$ cat src/rtl/bc_pkg.sv
package bc_pkg;
  localparam int OFF_W = 20;
  localparam int CHAR_STRIDE_LG = 3;
  typedef logic [OFF_W-1:0] off_t;

  localparam off_t OFF_LED     = 20'h00408;
  localparam off_t OFF_WORD    = 20'h00410;
  localparam off_t OFF_CHAR0   = 20'h00418;
  localparam off_t OFF_SRST    = 20'h00500;
  localparam off_t OFF_UART_LO = 20'h00900;
  localparam off_t OFF_UART_HI = 20'h009FF;
  localparam off_t OFF_GPO     = 20'h00A00;
  localparam off_t OFF_I2C_IN  = 20'h00B00;
  localparam off_t OFF_I2C_OE  = 20'h00B08;
  localparam off_t OFF_I2C_OUT = 20'h00B10;
  localparam off_t OFF_I2C_SEL = 20'h00B18;

  localparam logic [7:0] SRST_KEY = 8'h42;
  localparam logic [7:0] BLANK    = 8'h20;

  typedef enum logic [3:0] {
    SEL_NONE, SEL_UART, SEL_LED, SEL_WORD, SEL_CHAR, SEL_SRST,
    SEL_GPO, SEL_I2C_IN, SEL_I2C_OE, SEL_I2C_OUT, SEL_I2C_SEL
  } bc_sel_e;

  function automatic logic [7:0] hex_glyph(input logic [3:0] n);
    hex_glyph = (n < 4'd10) ? (8'h30 + {4'h0, n}) : (8'h37 + {4'h0, n});
  endfunction
endpackage

$ cat src/rtl/bc_decode.sv
module bc_decode #(
  parameter int NCHAR = 8,
  parameter int IDX_W = $clog2(NCHAR)
) (
  input  bc_pkg::off_t    off,
  output bc_pkg::bc_sel_e sel,
  output logic [IDX_W-1:0] idx
);
  import bc_pkg::*;
  localparam off_t CHAR_SPAN = off_t'(NCHAR << CHAR_STRIDE_LG);

  off_t diff;

  always_comb begin
    diff = off - OFF_CHAR0;
    sel  = SEL_NONE;
    idx  = '0;
    if (off >= OFF_UART_LO && off <= OFF_UART_HI) begin
      sel = SEL_UART;
    end else if (off >= OFF_CHAR0 && diff < CHAR_SPAN) begin
      if (off[CHAR_STRIDE_LG-1:0] == '0) begin
        sel = SEL_CHAR;
        idx = diff[CHAR_STRIDE_LG +: IDX_W];
      end
    end else begin
      case (off)
        OFF_LED:     sel = SEL_LED;
        OFF_WORD:    sel = SEL_WORD;
        OFF_SRST:    sel = SEL_SRST;
        OFF_GPO:     sel = SEL_GPO;
        OFF_I2C_IN:  sel = SEL_I2C_IN;
        OFF_I2C_OE:  sel = SEL_I2C_OE;
        OFF_I2C_OUT: sel = SEL_I2C_OUT;
        OFF_I2C_SEL: sel = SEL_I2C_SEL;
        default:     sel = SEL_NONE;
      endcase
    end
  end
endmodule

$ cat src/rtl/bc_display.sv
module bc_display #(
  parameter int NCHAR = 8,
  parameter int IDX_W = $clog2(NCHAR)
) (
  input  logic                  clk,
  input  logic                  rst_n,
  input  logic                  wr_word,
  input  logic                  wr_char,
  input  logic [IDX_W-1:0]      char_idx,
  input  logic [4*NCHAR-1:0]    wdata,
  output logic [NCHAR-1:0][7:0] chars
);
  import bc_pkg::*;

  for (genvar k = 0; k < NCHAR; k++) begin : g_pos
    always_ff @(posedge clk) begin
      if (!rst_n) begin
        chars[k] <= BLANK;
      end else if (wr_word) begin
        chars[k] <= hex_glyph(wdata[4*(NCHAR-1-k) +: 4]);
      end else if (wr_char && char_idx == IDX_W'(k)) begin
        chars[k] <= wdata[7:0];
      end
    end
  end
endmodule

$ cat src/rtl/bc_i2c.sv
module bc_i2c (
  input  logic       clk,
  input  logic       rst_n,
  input  logic       wr_oe,
  input  logic       wr_out,
  input  logic       wr_sel,
  input  logic [1:0] wdata,
  output logic [1:0] oe,
  output logic       scl,
  output logic       sda,
  output logic       sel
);
  always_ff @(posedge clk) begin
    if (!rst_n) begin
      oe  <= '0;
      scl <= 1'b0;
      sda <= 1'b0;
      sel <= 1'b0;
    end else begin
      if (wr_oe)  oe <= wdata;
      if (wr_out) {scl, sda} <= wdata;
      if (wr_sel) sel <= wdata[0];
    end
  end
endmodule

$ cat src/rtl/brd_ctrl_regs.sv
module brd_ctrl_regs #(
  parameter int ADDR_W = 32,
  parameter int DATA_W = 32
) (
  input  logic                clk,
  input  logic                rst_n,
  input  logic                bus_wr,
  input  logic                bus_rd,
  input  logic [ADDR_W-1:0]   bus_addr,
  input  logic [DATA_W-1:0]   bus_wdata,
  output logic [DATA_W-1:0]   bus_rdata,
  output logic                bad_addr,
  output logic [7:0]          led_bar,
  output logic [2*DATA_W-1:0] disp_text,
  output logic [7:0]          gp_out,
  output logic                soft_rst_req,
  output logic [1:0]          i2c_oe,
  output logic                i2c_sel,
  output logic                eep_scl,
  output logic                eep_sda,
  input  logic                eep_sda_in
);
  import bc_pkg::*;
  localparam int NCHAR = DATA_W / 4;
  localparam int IDX_W = $clog2(NCHAR);

  off_t                  off;
  bc_sel_e               sel;
  logic [IDX_W-1:0]      cidx;
  logic [NCHAR-1:0][7:0] chars;
  logic [DATA_W-1:0]     rd_val;
  logic                  unused_addr_hi;

  assign off            = bus_addr[OFF_W-1:0];
  assign unused_addr_hi = ^bus_addr[ADDR_W-1:OFF_W];

  bc_decode #(.NCHAR(NCHAR), .IDX_W(IDX_W)) u_dec (
    .off(off), .sel(sel), .idx(cidx)
  );

  bc_display #(.NCHAR(NCHAR), .IDX_W(IDX_W)) u_disp (
    .clk(clk), .rst_n(rst_n),
    .wr_word(bus_wr && sel == SEL_WORD),
    .wr_char(bus_wr && sel == SEL_CHAR),
    .char_idx(cidx), .wdata(bus_wdata[4*NCHAR-1:0]), .chars(chars)
  );

  bc_i2c u_i2c (
    .clk(clk), .rst_n(rst_n),
    .wr_oe(bus_wr && sel == SEL_I2C_OE),
    .wr_out(bus_wr && sel == SEL_I2C_OUT),
    .wr_sel(bus_wr && sel == SEL_I2C_SEL),
    .wdata(bus_wdata[1:0]),
    .oe(i2c_oe), .scl(eep_scl), .sda(eep_sda), .sel(i2c_sel)
  );

  assign disp_text = chars;

  always_ff @(posedge clk) begin
    if (!rst_n) begin
      led_bar      <= '0;
      gp_out       <= '0;
      soft_rst_req <= 1'b0;
    end else begin
      if (bus_wr && sel == SEL_LED) led_bar <= bus_wdata[7:0];
      if (bus_wr && sel == SEL_GPO) gp_out  <= bus_wdata[7:0];
      soft_rst_req <= bus_wr && sel == SEL_SRST && bus_wdata == DATA_W'(SRST_KEY);
    end
  end

  always_comb begin
    case (sel)
      SEL_LED:     rd_val = DATA_W'(led_bar);
      SEL_CHAR:    rd_val = DATA_W'(chars[cidx]);
      SEL_GPO:     rd_val = DATA_W'(gp_out);
      SEL_I2C_IN:  rd_val = DATA_W'({eep_scl, eep_sda_in});
      SEL_I2C_OE:  rd_val = DATA_W'(i2c_oe);
      SEL_I2C_OUT: rd_val = DATA_W'({eep_scl, eep_sda});
      SEL_I2C_SEL: rd_val = DATA_W'(i2c_sel);
      default:     rd_val = '0;
    endcase
  end

  always_ff @(posedge clk) begin
    if (!rst_n) begin
      bus_rdata <= '0;
      bad_addr  <= 1'b0;
    end else begin
      bad_addr <= (bus_rd || bus_wr) && sel == SEL_NONE;
      if (bus_rd) bus_rdata <= rd_val;
    end
  end
endmodule

$ cat config.mk
export PLATFORM = sky130hd
export DESIGN_NAME = brd_ctrl_regs
export DESIGN_NICKNAME = d
export VERILOG_FILES = /design/src/rtl/bc_pkg.sv /design/src/rtl/bc_decode.sv /design/src/rtl/bc_display.sv /design/src/rtl/bc_i2c.sv /design/src/rtl/brd_ctrl_regs.sv
export SDC_FILE = /design/constraint.sdc
export NUM_CORES = 1
export LEC_CHECK = 0
export BUFFER_PORTS_ARGS = -buffer_cell sky130_fd_sc_hd__buf_2
export CAP_MARGIN = 20
export CORE_MARGIN = 1
export CORE_UTILIZATION = 45
export CTS_BUF_LIST = sky130_fd_sc_hd__clkbuf_4 sky130_fd_sc_hd__clkbuf_8
export CTS_CLUSTER_DIAMETER = 120
export CTS_CLUSTER_SIZE = 20
export DETAILED_ROUTE_END_ITERATION = 7
export PLACE_DENSITY = 0.7
export SYNTH_ARGS = -nofsm -noshare
export SYNTH_HDL_FRONTEND = slang
export SYNTH_SLANG_ARGS = --single-unit
$ cat constraint.sdc
create_clock -name clk -period 5.9 [get_ports clk]
set_input_delay 0.885 -clock clk [delete_from_list [all_inputs] [get_ports clk]]
set_output_delay 0.885 -clock clk [all_outputs]
set_load 0.1 [all_outputs]
==> flow_summary.ini <==
[layout]
diodes = 0
final_cells = 1184
multi_input_area_um2 = 4370
regArea_um2 = 1900
syn2layout_area_growth_pct = 13.3
nets = 1082
n_fill_cell = 1440
drive_above_1_share_pct = 20.8
stdcell_area_um2 = 7620

[critical_path]
cpMaxStageDelayCell = ha_1
max_stage_delay_ns = 0.69
path_cells = buf_2 -> inv_1 -> ha_1 -> nand2_1 -> nor2_1 -> nand4_2 -> nor3_4 -> mux2_2 -> o21a_1
critPathTopFamily = simple AND/OR/NAND/NOR gates
r2r_cells = 4
worstPathMaxFanout = 12
critical_path_class = in -> reg
cp_num_buf_inv = 2
cp.depth = 9
crit_path_start_kind = input port
cp_data_required_time_ns = 6.16
critPathArrivalTime_ns = 4.39
end_kind = flip-flop

[synthesis]
syn_area_um2 = 6730
netlist_instances = 889
synth_cell_types = 68
synthTopCellsByArea = dfxtp_1 (28%), a21oi_1 (7.4%), mux2i_1 (7.4%), nand2_1 (5.9%), o21ai_0 (4.6%)
synth_edf_count = 0
synth_seq_area_share_pct = 28.3
synth_top_flop_cell = dfxtp_1
syn_area_per_cell_um2 = 7.57
ys_async_sr_fraction_pct = 0
post-synth-top-area-cell = dfxtp_1
synth_top_area_share_pct = 28.3
synth-seq-cells = 95
ys_warn_count = 0

[placed_design]
port_buffers = 151
placedCellCount = 1168
placed_cell_area_um2 = 7420
dp_hpwl_um = 16800
gp_congestion = 0.933

[sta]
slew_violations = 0
fmax_mhz = 242
period_needed_ns = 4.13
setup_viol = 0
rsz0062_at_grt = false
setup_tns_ns = 0
timing.slew.headroom_pct = 33.3
tightest_slew_ns = 1.00
hold_viol_final = 0
skew_ns = 0.0113
fin_crit_sh_pct = 70.0

[power]
power_frac_seq_pct = 47.3
power.switching_mw = 0.449
netSwitchingFraction_pct = 32.9
power_mw = 1.36
peakVddDrop_uv = 133
power_frac_comb_pct = 19.9
p_leak_nw = 3.14
cellPowerDensity_nw_per_um2 = 179
p_clk_share_pct = 32.9
internal_power_mw = 0.914

[cts]
cts_buffer_depth = 2
cts.clk_slew.worst_paths_ns = 0.09
cts.repair.resized = 0
post_cts_buffers = 0
root_buffer = clkbuf_8
cts_buffers = 9
cts_max_level = 3
clock_latency_ns = 0.37
hold_buffers = 0
cts_sinks = 95
cts_tree = done

[global_route]
grt_max_degree = 55
grt.overflow.total = 0
grt_use_total_pct = 28.2
antenna_found_initial = 0
grt_pass1_wl_um = 34700
grt_pass1_vias = 6323

[run]
cap_viol_max_count = 0

[drt]
num_vias = 7181
routed_via_density = 6.07
wl_per_cell_um = 19.2
drt_iter0_drc = 623
drtAntennaViolNets = 0
drc = 0
dr.pass1.iters = 5
wl_um = 22700

[die]
rows = 44
dieHeight_um = 124
start_util_pct = 46.3
ios = 188
die_w_um = 124
core_area_um2 = 14500
die_area_um2 = 15400

[worst_hold_path]
min_path_cells = 2
hold_path.class = reg -> reg

[status]
status = finished clean
## per-layer routing
layer | share of wire [%] | wire [um] | global-route usage [%]
met4 | 4.1 | 939 | 13.5
met3 | 8.7 | 1970 | 5.03
met5 | 0 | 0 | 0
met2 | 45 | 10300 | 44.6
met1 | 42 | 9470 | 37.1
## power groups by stage
stage / clock [mW] / sequential [mW] / combinational, mW
floorplan: 0 / 0.677 / 0.192
global placement: 0 / 0.660 / 0.264
detailed placement: 0 / 0.660 / 0.266
CTS: 0.452 / 0.645 / 0.266
global route: 0.478 / 0.645 / 0.288
finish: 0.448 / 0.645 / 0.271
## logic make-up after synthesis
group | synth area share (%)
and+or+nand+nor | 24.8
muxes | 9.78
DFF | 28.3
buffers and inverters | 8.20
other | 0.0558
xor gates and xnor gates | 1.30
adders and majority gates | 3.35
AOI/OAI and AO/OA | 24.2
## synthesized netlist by cell type (3+ instances only)
cell       instances
ha_1              18
buf_6              3
or3_1             15
nor3_1            23
o22ai_1            4
dfxtp_1           95
inv_1             27
o21ai_0           62
clkbuf_1          52
nor4b_1            6
xnor2_1            9
nor2_1            82
a211oi_1          16
mux2i_1           50
o32ai_1            5
nor2b_1            7
mux2_2            12
o21a_1             7
nand2b_1           5
and2_1             7
nand4b_1           3
nor4_1            18
a211o_1            8
a31oi_1           12
nor4_4             3
nand3_1           21
buf_2              5
a21o_1             3
a21oi_1          100
o41ai_1           12
o211ai_1           4
o211a_1            3
nand4_1            5
or3b_2             3
nand2_1          106
and3_1             6
o2111ai_1          6
buf_4             24
## flip-flops by register name (all words and copies together), names as in the netlist
name	count
u_i2c.scl	1
bad_addr	1
led_bar	8
soft_rst_req	1
u_disp.chars	64
u_i2c.oe	2
u_i2c.sda	1
bus_rdata	8
u_i2c.sel	1
gp_out	8
## area by class of cell
class,instances,share of cell area [%]
Multi-Input combinational cell,702,57.3
Sequential cell,95,25.0
Timing Repair Buffer,159,10.7
Tap cell,184,3.02
Clock buffer,11,1.90
Inverter,28,1.38
Clock inverter,5,0.755
## path summary, 6_finish.rpt
check | end | start | slack, ns
hold reg to reg | led_bar[6]$_SDFFE_PN0P_ | led_bar[6]$_SDFFE_PN0P_ | 0.47
setup reg to reg | bus_rdata[4]$_SDFFE_PN0P_ | u_disp.chars[28]$_SDFFE_PN0P_ | 4.37
setup / recovery | u_disp.chars[53]$_SDFFE_PN1P_ | bus_addr[3] | 1.77
hold / removal | led_bar[6]$_SDFFE_PN0P_ | led_bar[6]$_SDFFE_PN0P_ | 0.47
## tightest hold or removal path, delay by kind of cell (launching register included)
| family | cells | cell delay [ns] |
|---|---|---|
| AOI/OAI and AO/OA | 1 | 0.05 |
| and+or+nand+nor | 1 | 0.05 |
| DFF | 1 | 0.33 |
## stage by stage
step	setup WS [ns]	utilization, %	hold WS (ns)
after floorplan	2.23	-	0.891
after global placement	1.52	51.0	0.460
after detailed placement	1.49	51.0	0.462
after CTS	1.86	52.4	0.473
after global routing	1.67	52.4	0.494
final	1.77	52.4	0.474
## cells in the final DEF, fill, tap and decap left out, types with 5 or more instances in the layout
cell	n
o32ai_1	5
nor2b_1	7
nand4_1	5
a211o_1	8
nor4b_1	6
buf_4	8
a31oi_1	12
a211oi_1	16
conb_1	24
nor4_1	17
a21oi_1	100
nand2b_1	5
buf_2	151
and2_1	7
mux2_2	12
nor3_1	23
o41ai_1	12
o2111ai_1	6
nand2_1	106
nand3_1	21
xnor2_1	9
o21a_1	7
inv_1	27
dfxtp_1	95
o21ai_0	62
nor2_1	82
and3_1	6
mux2i_1	50
clkbuf_8	10
or3_1	15
ha_1	18
Note: power is estimated with default switching activity, not from simulation.
